[src/rtl/pcc_pkg.sv]
package pcc_pkg;

    parameter int ET_W   = 10;
    parameter int ETA_W  = 6;
    parameter int PHI_W  = 7;
    parameter int MET_W  = 12;
    localparam int DETA_W = ETA_W + 1;

    typedef struct packed {
        logic [ET_W-1:0]         et;
        logic signed [ETA_W-1:0] eta;
        logic [PHI_W-1:0]        phi;
        logic                    iso;
    } obj_t;

    typedef struct packed {
        logic [ET_W-1:0]         thr;
        logic signed [ETA_W-1:0] eta_lo;
        logic signed [ETA_W-1:0] eta_hi;
        logic [PHI_W-1:0]        phi_lo;
        logic [PHI_W-1:0]        phi_hi;
        logic                    iso_req;
    } leg_cfg_t;

    typedef struct packed {
        logic [DETA_W-1:0] deta_min;
        logic [DETA_W-1:0] deta_max;
        logic [PHI_W-1:0]  dphi_min;
        logic [PHI_W-1:0]  dphi_max;
    } corr_cfg_t;

endpackage

[src/rtl/pcc_leg_sel.sv]
module pcc_leg_sel
    import pcc_pkg::*;
(
    input  obj_t     obj,
    input  leg_cfg_t cfg,
    output logic     pass
);
    logic signed [ETA_W-1:0] eta_v;
    logic signed [ETA_W-1:0] lo_v;
    logic signed [ETA_W-1:0] hi_v;
    logic                    e_ok;
    logic                    eta_ok;
    logic                    phi_ok;
    logic                    iso_ok;

    always_comb begin
        eta_v  = obj.eta;
        lo_v   = cfg.eta_lo;
        hi_v   = cfg.eta_hi;
        // empty slot (zero energy) is rejected before the threshold test
        e_ok   = (obj.et != '0) && (obj.et >= cfg.thr);
        eta_ok = (eta_v >= lo_v) && (eta_v <= hi_v);
        phi_ok = (obj.phi >= cfg.phi_lo) && (obj.phi <= cfg.phi_hi);
        iso_ok = obj.iso || !cfg.iso_req;
        pass   = e_ok && eta_ok && phi_ok && iso_ok;
    end
endmodule

[src/rtl/pcc_pair_geom.sv]
module pcc_pair_geom
    import pcc_pkg::*;
#(
    parameter int PHI_BINS = 72
) (
    input  obj_t      obj_a,
    input  obj_t      obj_b,
    input  corr_cfg_t cfg,
    output logic      ok
);
    localparam logic [PHI_W-1:0] HALF = PHI_W'(PHI_BINS / 2);
    localparam logic [PHI_W-1:0] FULL = PHI_W'(PHI_BINS);

    logic signed [ETA_W+1:0] ea;
    logic signed [ETA_W+1:0] eb;
    logic signed [ETA_W+1:0] ediff;
    logic [DETA_W-1:0]       deta;
    logic [PHI_W-1:0]        draw;
    logic [PHI_W-1:0]        dphi;

    always_comb begin
        ea    = {{2{obj_a.eta[ETA_W-1]}}, obj_a.eta};
        eb    = {{2{obj_b.eta[ETA_W-1]}}, obj_b.eta};
        ediff = ea - eb;
        deta  = ediff[ETA_W+1] ? DETA_W'(-ediff) : DETA_W'(ediff);

        draw  = (obj_a.phi >= obj_b.phi) ? (obj_a.phi - obj_b.phi)
                                         : (obj_b.phi - obj_a.phi);
        // shorter way round the azimuth ring
        dphi  = (draw > HALF) ? (FULL - draw) : draw;

        ok = (deta >= cfg.deta_min) && (deta <= cfg.deta_max) &&
             (dphi >= cfg.dphi_min) && (dphi <= cfg.dphi_max);
    end
endmodule

[src/rtl/pair_corr_cond.sv]
module pair_corr_cond
    import pcc_pkg::*;
#(
    parameter int N_OBJ    = 4,
    parameter int PHI_BINS = 72
) (
    input  logic                     clk,
    input  logic                     rst_n,
    input  logic [N_OBJ*ET_W-1:0]    obj_et_i,
    input  logic [N_OBJ*ETA_W-1:0]   obj_eta_i,
    input  logic [N_OBJ*PHI_W-1:0]   obj_phi_i,
    input  logic [N_OBJ-1:0]         obj_iso_i,
    input  logic [MET_W-1:0]         met_i,
    input  logic [MET_W-1:0]         met_thr_i,
    input  logic [ET_W-1:0]          l1_thr_i,
    input  logic [ETA_W-1:0]         l1_eta_lo_i,
    input  logic [ETA_W-1:0]         l1_eta_hi_i,
    input  logic [PHI_W-1:0]         l1_phi_lo_i,
    input  logic [PHI_W-1:0]         l1_phi_hi_i,
    input  logic                     l1_iso_req_i,
    input  logic [ET_W-1:0]          l2_thr_i,
    input  logic [ETA_W-1:0]         l2_eta_lo_i,
    input  logic [ETA_W-1:0]         l2_eta_hi_i,
    input  logic [PHI_W-1:0]         l2_phi_lo_i,
    input  logic [PHI_W-1:0]         l2_phi_hi_i,
    input  logic                     l2_iso_req_i,
    input  logic [DETA_W-1:0]        deta_min_i,
    input  logic [DETA_W-1:0]        deta_max_i,
    input  logic [PHI_W-1:0]         dphi_min_i,
    input  logic [PHI_W-1:0]         dphi_max_i,
    output logic                     pair_hit_o,
    output logic                     met_hit_o
);
    localparam int NPAIR = N_OBJ * N_OBJ;

    typedef struct packed {
        logic [N_OBJ-1:0] leg1;
        logic [N_OBJ-1:0] leg2;
        logic [NPAIR-1:0] geo;
        logic             met_s1;
        logic             pair;
        logic             met;
    } pipe_t;

    obj_t             objs [N_OBJ];
    leg_cfg_t         cfg_l1;
    leg_cfg_t         cfg_l2;
    corr_cfg_t        cfg_corr;
    logic [N_OBJ-1:0] pass_l1;
    logic [N_OBJ-1:0] pass_l2;
    logic [NPAIR-1:0] geo_ok;
    pipe_t            st_d;
    pipe_t            st_q;

    // unpack buses and configuration
    always_comb begin
        for (int k = 0; k < N_OBJ; k++) begin
            objs[k].et  = obj_et_i[k*ET_W +: ET_W];
            objs[k].eta = obj_eta_i[k*ETA_W +: ETA_W];
            objs[k].phi = obj_phi_i[k*PHI_W +: PHI_W];
            objs[k].iso = obj_iso_i[k];
        end
        cfg_l1.thr      = l1_thr_i;
        cfg_l1.eta_lo   = l1_eta_lo_i;
        cfg_l1.eta_hi   = l1_eta_hi_i;
        cfg_l1.phi_lo   = l1_phi_lo_i;
        cfg_l1.phi_hi   = l1_phi_hi_i;
        cfg_l1.iso_req  = l1_iso_req_i;
        cfg_l2.thr      = l2_thr_i;
        cfg_l2.eta_lo   = l2_eta_lo_i;
        cfg_l2.eta_hi   = l2_eta_hi_i;
        cfg_l2.phi_lo   = l2_phi_lo_i;
        cfg_l2.phi_hi   = l2_phi_hi_i;
        cfg_l2.iso_req  = l2_iso_req_i;
        cfg_corr.deta_min = deta_min_i;
        cfg_corr.deta_max = deta_max_i;
        cfg_corr.dphi_min = dphi_min_i;
        cfg_corr.dphi_max = dphi_max_i;
    end

    // per-object leg selection, both legs
    for (genvar k = 0; k < N_OBJ; k++) begin : g_obj
        pcc_leg_sel u_leg1 (.obj(objs[k]), .cfg(cfg_l1), .pass(pass_l1[k]));
        pcc_leg_sel u_leg2 (.obj(objs[k]), .cfg(cfg_l2), .pass(pass_l2[k]));
    end

    // pair geometry for every ordered pair; diagonal forced off (distinct objects)
    for (genvar a = 0; a < N_OBJ; a++) begin : g_a
        for (genvar b = 0; b < N_OBJ; b++) begin : g_b
            if (a != b) begin : g_pair
                pcc_pair_geom #(.PHI_BINS(PHI_BINS)) u_geom (
                    .obj_a(objs[a]),
                    .obj_b(objs[b]),
                    .cfg  (cfg_corr),
                    .ok   (geo_ok[a*N_OBJ+b])
                );
            end else begin : g_self
                assign geo_ok[a*N_OBJ+b] = 1'b0;
            end
        end
    end

    always_comb begin
        st_d        = st_q;
        // stage 1: per-object and per-pair flags, missing energy
        st_d.leg1   = pass_l1;
        st_d.leg2   = pass_l2;
        st_d.geo    = geo_ok;
        st_d.met_s1 = (met_i >= met_thr_i);
        // stage 2: OR over all ordered pairs
        st_d.pair   = 1'b0;
        for (int a = 0; a < N_OBJ; a++) begin
            for (int b = 0; b < N_OBJ; b++) begin
                if (st_q.leg1[a] && st_q.leg2[b] && st_q.geo[a*N_OBJ+b]) begin
                    st_d.pair = 1'b1;
                end
            end
        end
        st_d.met    = st_q.met_s1;
    end

    always_ff @(posedge clk or negedge rst_n) begin
        if (!rst_n) begin
            st_q <= '0;
        end else begin
            st_q <= st_d;
        end
    end

    assign pair_hit_o = st_q.pair;
    assign met_hit_o  = st_q.met;

endmodule

[config.mk]
export PLATFORM = sky130hd
export DESIGN_NAME = pair_corr_cond
export DESIGN_NICKNAME = d
export VERILOG_FILES = /design/src/rtl/pcc_pkg.sv /design/src/rtl/pcc_leg_sel.sv /design/src/rtl/pcc_pair_geom.sv /design/src/rtl/pair_corr_cond.sv
export SDC_FILE = /design/constraint.sdc
export NUM_CORES = 1
export LEC_CHECK = 0
export BUFFER_PORTS_ARGS = -buffer_cell sky130_fd_sc_hd__buf_2
export CAP_MARGIN = 20
export CORE_MARGIN = 8
export CORE_UTILIZATION = 30
export CTS_CLUSTER_DIAMETER = 80
export CTS_CLUSTER_SIZE = 40
export DETAILED_ROUTE_END_ITERATION = 8
export GPL_TIMING_DRIVEN = 0
export PLACE_DENSITY_LB_ADDON = 0.25
export SLEW_MARGIN = 20
export SYNTH_ARGS = -nofsm -noshare
export SYNTH_HDL_FRONTEND = slang
export SYNTH_SLANG_ARGS = --single-unit
[constraint.sdc]
create_clock -name clk -period 3.2 [get_ports clk]
set_clock_uncertainty 0.2 [all_clocks]
set_input_delay 0.16 -clock clk [delete_from_list [all_inputs] [get_ports clk]]
set_output_delay 0.16 -clock clk [all_outputs]
set_load 0.1 [all_outputs]
* Word level (Yosys, flattened, before mapping)
Index checks and enable logic that the tools add are counted.
W data, S select, Z words.
** Storage, ports and cells
- Bits of input ports :: 224
- Register bits :: 23
- Output and inout port bits :: 2
- Word-level logic and storage cells :: 337
** Operators by class
- $lt $le $gt $ge :: 113
- Add/sub/neg operators :: 48
- Mux-type cells :: 48
- Reduce and logical (&&, ||, !) cells :: 122
** Operators with widths (number)
- $ge A7 B7 Y1 :: 44
- $mux W7 :: 36
- $le A7 B7 Y1 :: 32
- $logic_and A1 B1 Y1 :: 108
- $gt A7 B6 Y1 const B :: 12
- $neg A7 Y7 :: 12
- $sub A6 B6 Y7 :: 12
- $sub A7 B7 Y7 :: 12
- $sub A7 B7 Y7 const A :: 12
- $ge A10 B10 Y1 :: 8
- $ge A6 B6 Y1 :: 8
- $le A6 B6 Y1 :: 8
- $reduce_bool A10 Y1 :: 4
- $ge A12 B12 Y1 :: 1
- $mux W1 :: 12
- $logic_or A1 B1 Y1 :: 8
- $logic_not A1 Y1 :: 2

* Logic depth before layout (Yosys ltp)
- Depth after elaboration :: 14
- Gate-level depth with buffers :: 21
- Gate-level depth less buffers :: 21

* Modules after synthesis
Synthesis repeated with hierarchy kept, for this count alone.
** Second synthesis, totals
- Cell total of the unflattened synthesis :: 3911
- Area total of the unflattened synthesis :: 30037.6 um2
** Modules (own cells, without submodules)
- pcc_pair_geom at g_a[0].g_b[2].g_pair.u_geom ... :: sequential area each 0.0 um2, cells an instance 228, times used 7, area an instance 1736.7 um2
- pcc_pair_geom at g_a[0].g_b[1].g_pair.u_geom ... :: sequential area each 0.0 um2, cells an instance 248, times used 4, area an instance 1889.3 um2
- pcc_leg_sel :: sequential area each 0.0 um2, cells an instance 126, times used 8, area an instance 942.2 um2
- pcc_pair_geom at g_a[2].g_b[1].g_pair.u_geom :: sequential area each 0.0 um2, cells an instance 243, times used 1, area an instance 1820.5 um2
- pair_corr_cond :: sequential area each 575.6 um2, cells an instance 72, times used 1, area an instance 965.9 um2

* Worst setup path after synthesis
Ideal clock, no wire load.
- Kind :: in2reg
- From :: input obj_phi_i[4]
- To :: register st_q[7] (netlist bit)
- Data required time :: 2.914 ns
- Arrival :: 3.825 ns
- Library setup time :: 0.086 ns
- Setup slack :: -0.911 ns
- Stages :: 21
- Path through :: inv_1 ha_1 buf_2 a21o_1 a221oi_2 o21a_1 buf_4 mux2i_1 ha_1 o211ai_1 a21boi_1 mux2i_1 ha_1 nor2b_1 o21a_1 o21a_1 o21ai_0 nand2b_1 a211oi_1 o21ai_0 nor3_1
** On the way
- Longest elaborated chain between the ends :: 7
- Elaborated cells between the ends (all ways) :: 11
- Classes of those cells :: add/sub: 3; order compare: 4; mux: 2; reduce/logical: 2
** RTL lines
- start: declaration :: line pair_corr_cond.sv:11 : input logic [N_OBJ*PHI_W-1:0] obj_phi_i,
- $sub A7 B7 Y7, or another cell as far along :: line pcc_pair_geom.sv:28 : : (obj_b.phi - obj_a.phi);
- $mux W7 (*) :: line pcc_pair_geom.sv:27 : draw = (obj_a.phi >= obj_b.phi) ? (obj_a.phi - obj_b.phi)
- $sub A7 B7 Y7 / $gt A7 B6 Y1 (equally long branches) :: line pcc_pair_geom.sv:30 : dphi = (draw > HALF) ? (FULL - draw) : draw;
- $mux W7 (*) :: line pcc_pair_geom.sv:30
- $ge A7 B7 Y1 :: line pcc_pair_geom.sv:33 : (dphi >= cfg.dphi_min) && (dphi <= cfg.dphi_max);
- $logic_and A1 B1 Y1 :: line pcc_pair_geom.sv:32 : ok = (deta >= cfg.deta_min) && (deta <= cfg.deta_max) &&
- $logic_and A1 B1 Y1 (*) :: line pcc_pair_geom.sv:33
- net g_a[1].g_b[0].g_pair.u_geom.ok :: line pcc_pair_geom.sv:9 : output logic ok
- end signal: assignment :: line pair_corr_cond.sv:126 : st_q <= st_d;
- end: declaration :: line pair_corr_cond.sv:53 : pipe_t st_q;
The timed path passes the listed nets; every way through them passes the cells marked *.

* Final worst setup path
- From :: input obj_phi_i[0]
- To :: register st_q[11] (netlist bit)
** On the way
- Longest elaborated chain between the ends :: 7
- Elaborated cells between the ends (all ways) :: 11
- Classes of those cells :: add/sub: 3; order compare: 4; mux: 2; reduce/logical: 2
** RTL lines (line)
- $sub A7 B7 Y7, or another cell as far along :: pcc_pair_geom.sv:28
- $mux W7 (*) :: pcc_pair_geom.sv:27
- $sub A7 B7 Y7 / $gt A7 B6 Y1 (equally long branches) :: pcc_pair_geom.sv:30
- $mux W7 (*) :: pcc_pair_geom.sv:30
- $ge A7 B7 Y1 :: pcc_pair_geom.sv:33
- $logic_and A1 B1 Y1 :: pcc_pair_geom.sv:32
- $logic_and A1 B1 Y1 (*) :: pcc_pair_geom.sv:33
- net g_a[2].g_b[0].g_pair.u_geom.ok :: pcc_pair_geom.sv:9
Marked as above.

==> results.sh <==
export IMPL_status="finished with violations"
export IMPL_violations="negative setup slack"
export IMPL_finalSetupViolCount=12
export IMPL_holdWs_ns=0.1599
export IMPL_finalCriticalPeriod_ns=4.174
export IMPL_min_path_type="register to register"
export IMPL_fin_crit_sh_pct=130.4
export IMPL_final_max_slew_viol_count=0
export IMPL_fmax_ghz=0.2396
export IMPL_synth_edff_count=0
export IMPL_final_setup_worst_slack_ns=-0.9739
export IMPL_dp_hpwl_mm=71.06
export IMPL_path_class="input pin to register"
export IMPL_synth_area_per_cell_sq_um=8.004
export IMPL_ys_ff_latch=23
export IMPL_die_h_microns=302.8
export IMPL_required_ns=3.15
export IMPL_nFillCells=8342
export IMPL_cp_arrival_ns=4.13
export IMPL_cts_buffers=3
export IMPL_relSlewSlack_pct=34.57
export IMPL_worstMarginPinSlew_ns=0.9804
export IMPL_grt_pass1_vias=24400
export IMPL_cts_tree="built"
export IMPL_rsz0062_at_grt="true"
export IMPL_placed_area_sq_um=27470
export IMPL_path_buf_inv=3
export IMPL_critPathTopFamily="compound AO/OA/AOI/OAI gates"
export IMPL_drive_gt1_share_pct=24.70
export IMPL_wl_mm=91.74
export IMPL_dp_slack_ns=-2.583
export IMPL_vias=24540
export IMPL_num_io_pins=226
export IMPL_antenna_found_initial=2
export IMPL_crit_fanout=4
export IMPL_drv_cap=0
export IMPL_syn_area_sq_um=24670
export IMPL_coreArea_sq_um=81720
export IMPL_ir_drop_uv=205.1
export IMPL_clk_path_buf_depth=2
export IMPL_crit_chain="buf_12 > clkinvlp_4 > buf_6 > ha_4 > nand2b_4 > a211o_1 > a21oi_4 > mux2i_1 > xor2_1 > o211a_1 > o21ai_2 > mux2i_2 > ha_1 > nor2b_4 > o21a_1 > o21a_1 > o21ai_2 > nand2b_1 > a211oi_2 > o21ai_4 > nor3_4"
export IMPL_areaGrowthSynthToFinish_pct=28.45
export IMPL_dieArea_sq_um=91660
export IMPL_rrSetupSlack_ns=1.66
export IMPL_seq_area_frac_synth_pct=2.333
export IMPL_h_tree_depth=1
export IMPL_fin_area_sq_um=31680
export IMPL_grt_max_degree=24
export IMPL_crit_slowest_cell="a211o_1"
export IMPL_ys_async_sr_fraction_pct=100.0
export IMPL_die_x_microns=302.8
export IMPL_synthFlopType="dfrtp_1"
export IMPL_wl_per_cell_microns=19.88
export IMPL_grt_ovfl_total=0
export IMPL_routed_via_density=5.319
export IMPL_rows=105
export IMPL_power_mw=10.74
export IMPL_p_leak_nw=15.55
export IMPL_cts_sinks=23
export IMPL_finalHoldViolCount=0
export IMPL_drtIter0Drc=1468
export IMPL_drc=0
export IMPL_cp_start_kind="input pin"
export IMPL_portBuffers=225
export IMPL_power_density_nw_per_um2=339.0
export IMPL_place_gp_congestion=0.8891
export IMPL_start_util_pct=30.19
export IMPL_clk_latency_ns=0.25
export IMPL_synth_fp_nets=4134
export IMPL_ys_warn_count=0
export IMPL_grt_pass1_wl_mm=140.4
export IMPL_layout_cells_most_common_list="ha_1, buf_4, a21oi_1"
export IMPL_end_kind="register"
export IMPL_first_pass_iters=5
export IMPL_clk_pin_slew_ns=0.06
export IMPL_ant_nets=0
export IMPL_track_usage_pct=19.19
export IMPL_mostFrequentLayoutCell="ha_1"
export IMPL_synth_cell_types=77
export IMPL_synthCells=3082
export IMPL_fin_nets=4596
export IMPL_cp_slowest_stage_delay_ns=0.32
export IMPL_clock_tree_root_cell="clkbuf_16"
## cells in the mapped netlist (39+ instances only)
| library cell | number | area share, % |
|---|---|---|
| a21o_1 | 170 | 5.2 |
| nand2b_1 | 108 | 2.7 |
| a211oi_1 | 48 | 1.5 |
| o21ai_0 | 177 | 3.6 |
| o21a_1 | 57 | 1.7 |
| nand4_1 | 46 | 1.2 |
| nor2_1 | 200 | 3.0 |
| mux2i_1 | 84 | 3.4 |
| xor2_1 | 70 | 2.5 |
| nand3_1 | 61 | 1.2 |
| inv_1 | 228 | 3.5 |
| nor2b_1 | 98 | 2.5 |
| nor3_1 | 44 | 0.89 |
| nand2_1 | 109 | 1.7 |
| o22ai_1 | 39 | 0.99 |
| a21oi_1 | 253 | 5.1 |
| ha_1 | 804 | 41 |
| xnor2_1 | 89 | 3.2 |
## kinds of logic after synthesis
logic type | synth area share (%)
AO/OA/AOI/OAI | 23.79
multiplexers | 4.530
XOR/XNOR | 5.711
adder cells (fa/ha/maj) | 42.73
flip-flops | 2.333
AND/OR/NAND/NOR | 16.78
buffers and inverters | 4.129
## layout make-up
type	count	area (sq um)	share of cell area [%]
antenna	1	2.502	0.007898
buffer	29	197.7	0.6239
clock buffer	4	78.83	0.2488
inverter	228	944.7	2.981
multi-input combinational	2795	25170	79.43
sequential	23	575.6	1.817
tap	1070	1339	4.225
timing repair buffer	464	3381	10.67
## through the flow
step                      cells  TNS (ns)  utilization [%]
final                      4614    -10.23            38.77
after global placement     4377    -26.84            33.62
after floorplan            3082    -7.183                -
after CTS                  4569    -10.33            37.59
after detailed placement   4377    -26.73            33.62
after global routing       4614    -12.42            38.77
## sequential cells by signal (all words and copies together), names as in the netlist
signal,cells
pair_hit_o,1
met_hit_o,1
st_q,20
st_d,1
## final timing paths
path | depth (start not counted) | from | to
max in group asynchronous | 2 | rst_n | st_q[15]$_DFF_PN0_
min | 0 | st_d[0]$_DFF_PN0_ | met_hit_o$_DFF_PN0_
max reg2reg | 3 | st_q[19]$_DFF_PN0_ | pair_hit_o$_DFF_PN0_
min in group asynchronous | 2 | rst_n | st_q[26]$_DFF_PN0_
min reg2reg | 0 | st_d[0]$_DFF_PN0_ | met_hit_o$_DFF_PN0_
max | 21 | obj_phi_i[0] | st_q[11]$_DFF_PN0_
## metal layers
metal	wire length, microns	share of wire (%)	track usage, %
met1	43610	48	26.41
met4	1338	1.5	2.338
met2	43460	47	33.28
met5	0	0	0
met3	3327	3.6	1.626
## what timing repair did
| action | CTS | global route |
|---|---|---|
| pin swaps | 184 | 137 |
| buffers inserted | 192 | 49 |
| hold endpoints to repair | 23 | 0 |
| gates resized for setup | 401 | 135 |
| setup endpoints to repair | 13 | 12 |
| hold buffers | 1 | 0 |
## report_power, final
| group | internal [mW] | switching (mW) | leakage [nW] |
|---|---|---|---|
| combinational | 4.71 | 5.42 | 15.2 |
| sequential | 0.324 | 0.0146 | 0.315 |
| clock | 0.170 | 0.0995 | 0.0382 |
| total | 5.21 | 5.53 | 15.6 |
No activity file was read; power rests on OpenSTA's default activity.
